## src/rtl/intc_pkg.sv

```systemverilog
package intc_pkg;
    localparam int unsigned DEF_NCH = 32;

    typedef enum logic [2:0] {
        A_ENABLE = 3'd0,
        A_LEVEL  = 3'd1,
        A_PEND   = 3'd2,
        A_FVEC   = 3'd3,
        A_NVEC   = 3'd4
    } reg_addr_e;
endpackage

```

## src/rtl/intc_regs.sv

```systemverilog
module intc_regs
    import intc_pkg::*;
#(
    parameter int unsigned NCH = DEF_NCH
) (
    input  logic           clk,
    input  logic           rst_n,
    input  logic           we,
    input  logic [2:0]     addr,
    input  logic [NCH-1:0] wdata,
    output logic [NCH-1:0] enable_o,
    output logic [NCH-1:0] level_o,
    output logic [NCH-1:0] clr_o
);
    logic [NCH-1:0] enable_q;
    logic [NCH-1:0] level_q;

    always_ff @(posedge clk or negedge rst_n) begin
        if (!rst_n) begin
            enable_q <= '0;
            level_q  <= '0;
        end else if (we) begin
            if (addr == A_ENABLE) enable_q <= wdata;
            if (addr == A_LEVEL)  level_q  <= wdata;
        end
    end

    always_comb begin
        clr_o = '0;
        if (we && addr == A_PEND) clr_o = wdata;
    end

    assign enable_o = enable_q;
    assign level_o  = level_q;
endmodule

```

## src/rtl/intc_pending.sv

```systemverilog
module intc_pending
    import intc_pkg::*;
#(
    parameter int unsigned NCH = DEF_NCH
) (
    input  logic           clk,
    input  logic           rst_n,
    input  logic [NCH-1:0] req_i,
    input  logic [NCH-1:0] clr_i,
    output logic [NCH-1:0] pend_o
);
    // acked_q marks channels cleared by firmware whose request is still high
    logic [NCH-1:0] acked_q;
    logic [NCH-1:0] pend_q;

    always_ff @(posedge clk or negedge rst_n) begin
        if (!rst_n) begin
            acked_q <= '0;
            pend_q  <= '0;
        end else begin
            acked_q <= req_i & (acked_q | clr_i);
            pend_q  <= req_i & ~(acked_q | clr_i);
        end
    end

    assign pend_o = pend_q;
endmodule

```

## src/rtl/intc_prio.sv

```systemverilog
module intc_prio
    import intc_pkg::*;
#(
    parameter int unsigned NCH  = DEF_NCH,
    localparam int unsigned IDXW = $clog2(NCH),
    localparam int unsigned VECW = IDXW + 1
) (
    input  logic [NCH-1:0]  act_i,
    output logic [VECW-1:0] vec_o
);
    typedef logic [IDXW-1:0] idx_t;

    // ascending scan: the last hit, the highest channel, wins
    always_comb begin
        vec_o = {1'b1, {IDXW{1'b0}}};
        for (int i = 0; i < NCH; i++) begin
            if (act_i[i]) vec_o = {1'b0, idx_t'(i)};
        end
    end
endmodule

```

## src/rtl/intc_top.sv

```systemverilog
module intc_top
    import intc_pkg::*;
#(
    parameter int unsigned NCH = DEF_NCH,
    localparam int unsigned IDXW = $clog2(NCH),
    localparam int unsigned VECW = IDXW + 1
) (
    input  logic            clk,
    input  logic            rst_n,
    input  logic [NCH-1:0]  irq_req_i,
    input  logic            bus_we,
    input  logic [2:0]      bus_addr,
    input  logic [NCH-1:0]  bus_wdata,
    output logic [NCH-1:0]  bus_rdata,
    output logic            fiq_o,
    output logic            irq_o,
    output logic [VECW-1:0] fiq_vec_o,
    output logic [VECW-1:0] irq_vec_o
);
    logic [NCH-1:0] mask_q;
    logic [NCH-1:0] level_q;
    logic [NCH-1:0] clr;
    logic [NCH-1:0] pend_q;
    logic [1:0][NCH-1:0]  act;
    logic [1:0][VECW-1:0] vec;
    logic fiq_q;
    logic irq_q;

    intc_regs #(.NCH(NCH)) u_regs (
        .clk      (clk),
        .rst_n    (rst_n),
        .we       (bus_we),
        .addr     (bus_addr),
        .wdata    (bus_wdata),
        .enable_o (mask_q),
        .level_o  (level_q),
        .clr_o    (clr)
    );

    intc_pending #(.NCH(NCH)) u_pend (
        .clk    (clk),
        .rst_n  (rst_n),
        .req_i  (irq_req_i),
        .clr_i  (clr),
        .pend_o (pend_q)
    );

    // index 1 is the fast level, index 0 the normal level
    for (genvar g = 0; g < 2; g++) begin : g_lvl
        if (g == 1) begin : g_fast
            assign act[g] = pend_q & mask_q & level_q;
        end else begin : g_norm
            assign act[g] = pend_q & mask_q & ~level_q;
        end
        intc_prio #(.NCH(NCH)) u_prio (
            .act_i (act[g]),
            .vec_o (vec[g])
        );
    end

    always_ff @(posedge clk or negedge rst_n) begin
        if (!rst_n) begin
            fiq_q <= 1'b0;
            irq_q <= 1'b0;
        end else begin
            fiq_q <= |act[1];
            irq_q <= |act[0];
        end
    end

    assign fiq_o     = fiq_q;
    assign irq_o     = irq_q;
    assign fiq_vec_o = vec[1];
    assign irq_vec_o = vec[0];

    always_comb begin
        bus_rdata = '0;
        case (bus_addr)
            A_ENABLE: bus_rdata = mask_q;
            A_LEVEL:  bus_rdata = level_q;
            A_PEND:   bus_rdata = pend_q;
            A_FVEC:   bus_rdata = {{(NCH-VECW){1'b0}}, vec[1]};
            A_NVEC:   bus_rdata = {{(NCH-VECW){1'b0}}, vec[0]};
            default:  bus_rdata = '0;
        endcase
    end
endmodule

```

## config.mk

```make
export PLATFORM = sky130hd
export DESIGN_NAME = intc_top
export DESIGN_NICKNAME = d
export VERILOG_FILES = /design/src/rtl/intc_pkg.sv /design/src/rtl/intc_regs.sv /design/src/rtl/intc_pending.sv /design/src/rtl/intc_prio.sv /design/src/rtl/intc_top.sv
export SDC_FILE = /design/constraint.sdc
export NUM_CORES = 1
export LEC_CHECK = 0
export ABC_AREA = 1
export BUFFER_PORTS_ARGS = -buffer_cell sky130_fd_sc_hd__clkbuf_2
export CORE_MARGIN = 10
export CORE_UTILIZATION = 51
export DETAILED_ROUTE_END_ITERATION = 6
export GPL_ROUTABILITY_DRIVEN = 0
export HOLD_SLACK_MARGIN = 0.12
export PLACE_DENSITY = 0.8
export SYNTH_ARGS = -nofsm -noshare
export SYNTH_HDL_FRONTEND = slang
export SYNTH_SLANG_ARGS = --single-unit
```

## constraint.sdc

```tcl
create_clock -name clk -period 2 [get_ports clk]
set_input_delay 0 -clock clk [delete_from_list [all_inputs] [get_ports clk]]
set_output_delay 0 -clock clk [all_outputs]
set_load 0.05 [all_outputs]
```

; Word-level counts from Yosys, hierarchy flattened
; Index checks and enable logic that the tools add are counted.
[totals]
reg_bits = 130
inputBits = 70
output_inout_bits = 46
word_cells = 90
[classes]
eq_ne = 4
mux = 66
n_bitwise = 8
reduce_logical = 6
[ops]
columns = operator, n
row1 = 2-to-1 mux 6 bit, 64
row2 = bitwise AND 32 bit, 5
row3 = case mux 32 bit (5 select lines), 1
row4 = inverter 32 bit, 2
row5 = OR reduction 32 bit, 2
row6 = 2-to-1 mux 32 bit, 1
row7 = OR 32 bit, 1
row8 = "== test 3 x 2 -> 1 bit, second input constant", 2
row9 = AND reduction 2 bit, 2
row10 = "== test 3 x 1 -> 1 bit, second input constant", 1
row11 = "== test 3 bit, second input constant", 1
row12 = logical NOT 3 bit, 1
row13 = logical AND 1 bit, 1

; Longest topological paths before layout
[logic_depth]
depth_word = 35
mapped_depth = 34
mapped_depth_nobuf = 34

; Modules after synthesis
; A second synthesis with hierarchy kept.
[hier_totals]
hier_cells = 1218
hier_area_um2 = 7871.3
[by_module_without_submodules]
columns = module, instances, cells_per_inst, area_each_um2
row1 = intc_regs, 1, 350, 2829.0
row2 = intc_pending, 1, 288, 2522.4
row3 = intc_top, 1, 368, 1684.1
row4 = intc_prio, 2, 106, 417.9

; Worst setup path after synthesis
; Ideal clock, no wire load.
[synth_path]
path_type = reg2out
startpoint = register u_regs.enable_q[4], in the netlist u_regs.enable_o[4]
endpoint = output bus_rdata[1]
arrival_time_ps = 2888
required_time_ps = 2000
setup_slack_ps = -888
path_stages_with_launch = 14
cell_sequence = dfrtp_1 nand3_1 nand2_1 a21oi_1 nor2_1 o21bai_1 a31oi_1 o21bai_1 a31oi_1 nor2_1 nor2_1 o21ai_0 nand2_1 nand3_1
[synth_via]
elab_chain_len = 31
word_cells_on_any_way = 60
cone_classes = 57 x mux / 3 x bitwise
[synth_rtl]
columns = item, line_no
row1 = "start, declared", intc_regs.sv:15  ; logic [NCH-1:0] enable_q;
row2 = "start signal, assigned", intc_regs.sv:23  ; if (addr == A_ENABLE) enable_q <= wdata;
row3 = bitwise AND 32 bit (2 in a row), intc_top.sv:51  ; assign act[g] = pend_q & mask_q & level_q;
row4 = 2-to-1 mux 6 bit (28 in a row), intc_prio.sv:17  ; if (act_i[i]) vec_o = {1'b0, idx_t'(i)};
row5 = via fiq_vec_o[1], intc_top.sv:17  ; output logic [VECW-1:0] fiq_vec_o,
row6 = case mux 32 bit (5 select lines), intc_top.sv:78  ; case (bus_addr)
row7 = "end, declared", intc_top.sv:14  ; output logic [NCH-1:0] bus_rdata,
; The timed path passes the listed nets, and every way through them passes these cells.

; Worst setup path after layout
[layout_path]
startpoint = register u_regs.level_q[2], in the netlist u_regs.level_o[2]
endpoint = output bus_rdata[0]
[layout_via]
elab_chain_len = 33
word_cells_on_any_way = 64
cone_classes = 61 x mux / 3 x bitwise
[layout_rtl]
columns = item, line_no
row1 = "start, declared", intc_regs.sv:16  ; logic [NCH-1:0] level_q;
row2 = "start signal, assigned", intc_regs.sv:24  ; if (addr == A_LEVEL) level_q <= wdata;
row3 = inverter 32 bit, intc_top.sv:53  ; assign act[g] = pend_q & mask_q & ~level_q;
row4 = bitwise AND 32 bit, intc_top.sv:53
row5 = 2-to-1 mux 6 bit (30 in a row), intc_prio.sv:17
row6 = case mux 32 bit (5 select lines) *, intc_top.sv:78
; Mark *: on every way between the ends. The rest lies on a longest branch, timed or not.

==> results_dict.tcl <==
set metrics [dict create \
    worst_slack_ps -1244 \
    area_delta_synth_final_pct 57.98 \
    synthTopCellsByArea "sky130_fd_sc_hd__dfrtp_1 50%, sky130_fd_sc_hd__nand2_1 14%, sky130_fd_sc_hd__inv_1 9.8%" \
    critical-path-slowest-cell "sky130_fd_sc_hd__dfrtp_1" \
    clk_transition_reported_paths_ps 60 \
    finish.instance_area_sq_mm 0.01026 \
    post_drt_via_cell_ratio 5.502 \
    vias 7450 \
    antenna_found_initial 1 \
    largest_net_degree_at_the_start_of_global_routing 131 \
    cts_buffer_depth 2 \
    ys_async_sr_fraction_pct 100.0 \
    synthCells 885 \
    ys.flop_type "sky130_fd_sc_hd__dfrtp_1" \
    track_usage_pct 25.86 \
    vias_in_the_first_global_route 7569 \
    finalWorstPathRequiredPeriod_ps 3244 \
    yosysWarningCount 0 \
    most-common-layout-cells "222 x sky130_fd_sc_hd__nand2_1, 165 x sky130_fd_sc_hd__inv_1, 129 x sky130_fd_sc_hd__dfrtp_1, 98 x sky130_fd_sc_hd__dlygate4sd3_1, 97 x sky130_fd_sc_hd__o21ai_0" \
    yosysSeqAreaShare_pct 50.10 \
    htree_levels 4 \
    crit_family "simple AND/OR/NAND/NOR gates" \
    post-synth-top-area-fraction_pct 50.10 \
    cp_data_arrival_time_ps 3240 \
    timing.slew.headroom_pct 48.86 \
    global_route_wire_length_before_repair_um 36720 \
    min_path_type "in -> reg" \
    design.portCount 116 \
    dieHeight_um 132.8 \
    design.die.area_sq_mm 0.01765 \
    final_layout_size_suffix_gt1_share_pct 25.57 \
    drc 0 \
    yosys_register_bits 130 \
    wirelength_um 24290 \
    tritoncts_clock_tree "done" \
    place_hpwl_um 12890 \
    worst_clock_skew_ps 5.673 \
    fmaxAchievable_mhz 308.3 \
    cts_sinks 130 \
    worstPathMaxFanout 3 \
    timing.final.setup_violations 15 \
    fin_util_pct 81.62 \
    synth-edff-count 0 \
    rsz0062_at_grt "true" \
    maxcap_violations 0 \
    power_per_cell_area_mw_per_mm2 991.7 \
    horizontal_extent_of_the_die_um 132.8 \
    drv_slew 0 \
    worstPathBufferInverterCount 1 \
    violations "setup timing" \
    clk-insertion-delay-late_ps 440 \
    cts_root_buf "sky130_fd_sc_hd__clkbuf_16" \
    ant_nets 0 \
    worst_vdd_rail_ir_drop_mv 0.9161 \
    ys_types 26 \
    nets 1239 \
    numCtsBuffers 17 \
    cp-start-kind "flip-flop" \
    status "finished with violations" \
    postSynthAreaPerCell_sq_um 7.338 \
    path_common_cell "sky130_fd_sc_hd__nand2_1" \
    grt_remaining_overflow 0 \
    worstSetupEndpointType "output port" \
    numPortBuffers 115 \
    route.detailed.wl_per_inst_um 17.94 \
    final_hold_viol_count 0 \
    final_cycle_share_pct 162.2 \
    floorplan.initialDensity_pct 51.67 \
    critical_path.max_stage_delay_ps 390 \
    syn-cell-area_sq_mm 0.006494 \
    design.core.area_sq_mm 0.01257 \
    tightestPinTransition_ps 764.3 \
    rows 41 \
    dr.first_iter.drc_count 1045 \
    synth_fp_nets 955 \
    final_common_cell "sky130_fd_sc_hd__nand2_1" \
    worst-endpoint-required_ps 2000 \
    yosysTopAreaCell "sky130_fd_sc_hd__dfrtp_1" \
    critPathKind "reg -> out" \
    total_leakage_power_nw 5.248 \
    post_dp_area_sq_mm 0.008048 \
    layout.filler_cells 676 \
    drt_first_pass_iters 6 \
]
## worst paths after layout
kind / slack, ps / endpoint / depth (start not counted) / start
worst max-delay path: -1240 / bus_rdata[0] / 34 / u_regs.level_o[2]
worst min-delay path: 160 / u_regs.enable_o[27] / 4 / bus_addr[2]
worst max register to register: -120 / irq_o / 13 / u_pend.pend_o[5]
worst min register to register: 520 / u_pend.pend_o[0] / 3 / u_pend.acked_q[0]
max in group asynchronous: 1210 / u_regs.level_o[1] / 3 / rst_n
min in group asynchronous: 210 / u_pend.pend_o[15] / 3 / rst_n
## flip-flops by register name (all words and copies together) (netlist names)
signal	cells
irq_o	1
u_pend.pend_o	32
u_regs.enable_o	32
u_pend.acked_q	32
fiq_o	1
u_regs.level_o	32
## power breakdown
part	total (mW)	leakage (nW)	internal [mW]	switching [mW]
Combinational	3.69	3.33	1.53	2.16
Clock	3.22	0.278	2.05	1.17
Sequential	3.27	1.64	2.95	0.319
Total	10.2	5.25	6.52	3.65
## per-layer routing
| metal | track usage [%] | vias up | part of all wire (%) |
|---|---|---|---|
| met5 | 0 | - | 0 |
| met4 | 13.45 | 0 | 5.0 |
| met3 | 7.721 | 131 | 9.6 |
| met2 | 44.94 | 506 | 50 |
| met1 | 27.76 | 3488 | 35 |
| li1 | - | 3325 | - |
## Yosys cell counts, types with 3 or more instances
master,number
sky130_fd_sc_hd__a21oi_1,3
sky130_fd_sc_hd__a221oi_1,3
sky130_fd_sc_hd__a31oi_1,5
sky130_fd_sc_hd__clkbuf_1,23
sky130_fd_sc_hd__dfrtp_1,130
sky130_fd_sc_hd__inv_1,169
sky130_fd_sc_hd__nand2_1,242
sky130_fd_sc_hd__nand2_2,4
sky130_fd_sc_hd__nand3_1,63
sky130_fd_sc_hd__nor2_1,100
sky130_fd_sc_hd__nor3_1,4
sky130_fd_sc_hd__o211ai_1,21
sky130_fd_sc_hd__o21ai_0,98
sky130_fd_sc_hd__o21bai_1,5
## through the flow
stage | setup slack (ps) | power (mW) | hold WS (ps) | std cells | TNS [ps]
final | -1244 | 10.17 | 155.5 | 1354 | -7231
after global routing | -1488 | 10.54 | 197.9 | 1354 | -8899
after CTS | -885.7 | 9.699 | 144.5 | 1337 | -4301
after detailed placement | -468.0 | 6.047 | 171.1 | 1197 | -1283
after global placement | -406.9 | 5.991 | 160.2 | 1197 | -1154
after floorplan | -280.8 | 4.919 | -295.6 | 885 | -480.3
## logic make-up (layout without fill, tap and decap cells)
group | Yosys count | in the layout | share of synthesized area [%]
buffers and inverters | 194 | 490 | 11.21
AOI/OAI and AO/OA | 144 | 144 | 12.81
and+or+nand+nor | 417 | 417 | 25.88
other | 0 | 1 | 0
DFF | 130 | 130 | 50.10
## what timing repair did
| action | CTS | global route |
|---|---|---|
| gates resized for setup | 53 | 52 |
| hold buffers | 98 | 0 |
| pin swaps | 14 | 33 |
| endpoints found under the setup margin | 14 | 17 |
| hold endpoints to repair | 258 | 0 |
| cloned | 0 | 0 |
| buffers inserted | 12 | 16 |
## final cells by class
class / instances / area (sq um) / share of cell area, %
flip-flops and latches: 130 / 3254 / 31.72
repair buffers: 288 / 2678 / 26.10
clock inverters: 8 / 127.6 / 1.244
well taps: 172 / 215.2 / 2.098
clock buffers: 23 / 478.0 / 4.659
inverters: 171 / 641.9 / 6.257
diodes: 1 / 2.502 / 0.02439
multi-input cells: 561 / 2861 / 27.89
## worst reg2reg max path, cell delays in order, from the launching register on
cell	delay, ps
sky130_fd_sc_hd__dfrtp_1	460
sky130_fd_sc_hd__nand3_4	150
sky130_fd_sc_hd__buf_4	130
sky130_fd_sc_hd__nand2_2	60
sky130_fd_sc_hd__buf_6	120
sky130_fd_sc_hd__nor2_4	120
sky130_fd_sc_hd__nand4_1	120
sky130_fd_sc_hd__nor2_1	120
sky130_fd_sc_hd__nand2_1	90
sky130_fd_sc_hd__buf_4	140
sky130_fd_sc_hd__buf_4	130
sky130_fd_sc_hd__buf_4	120
sky130_fd_sc_hd__buf_4	120
sky130_fd_sc_hd__buf_4	130
Note: power is estimated with default switching activity, not from simulation.
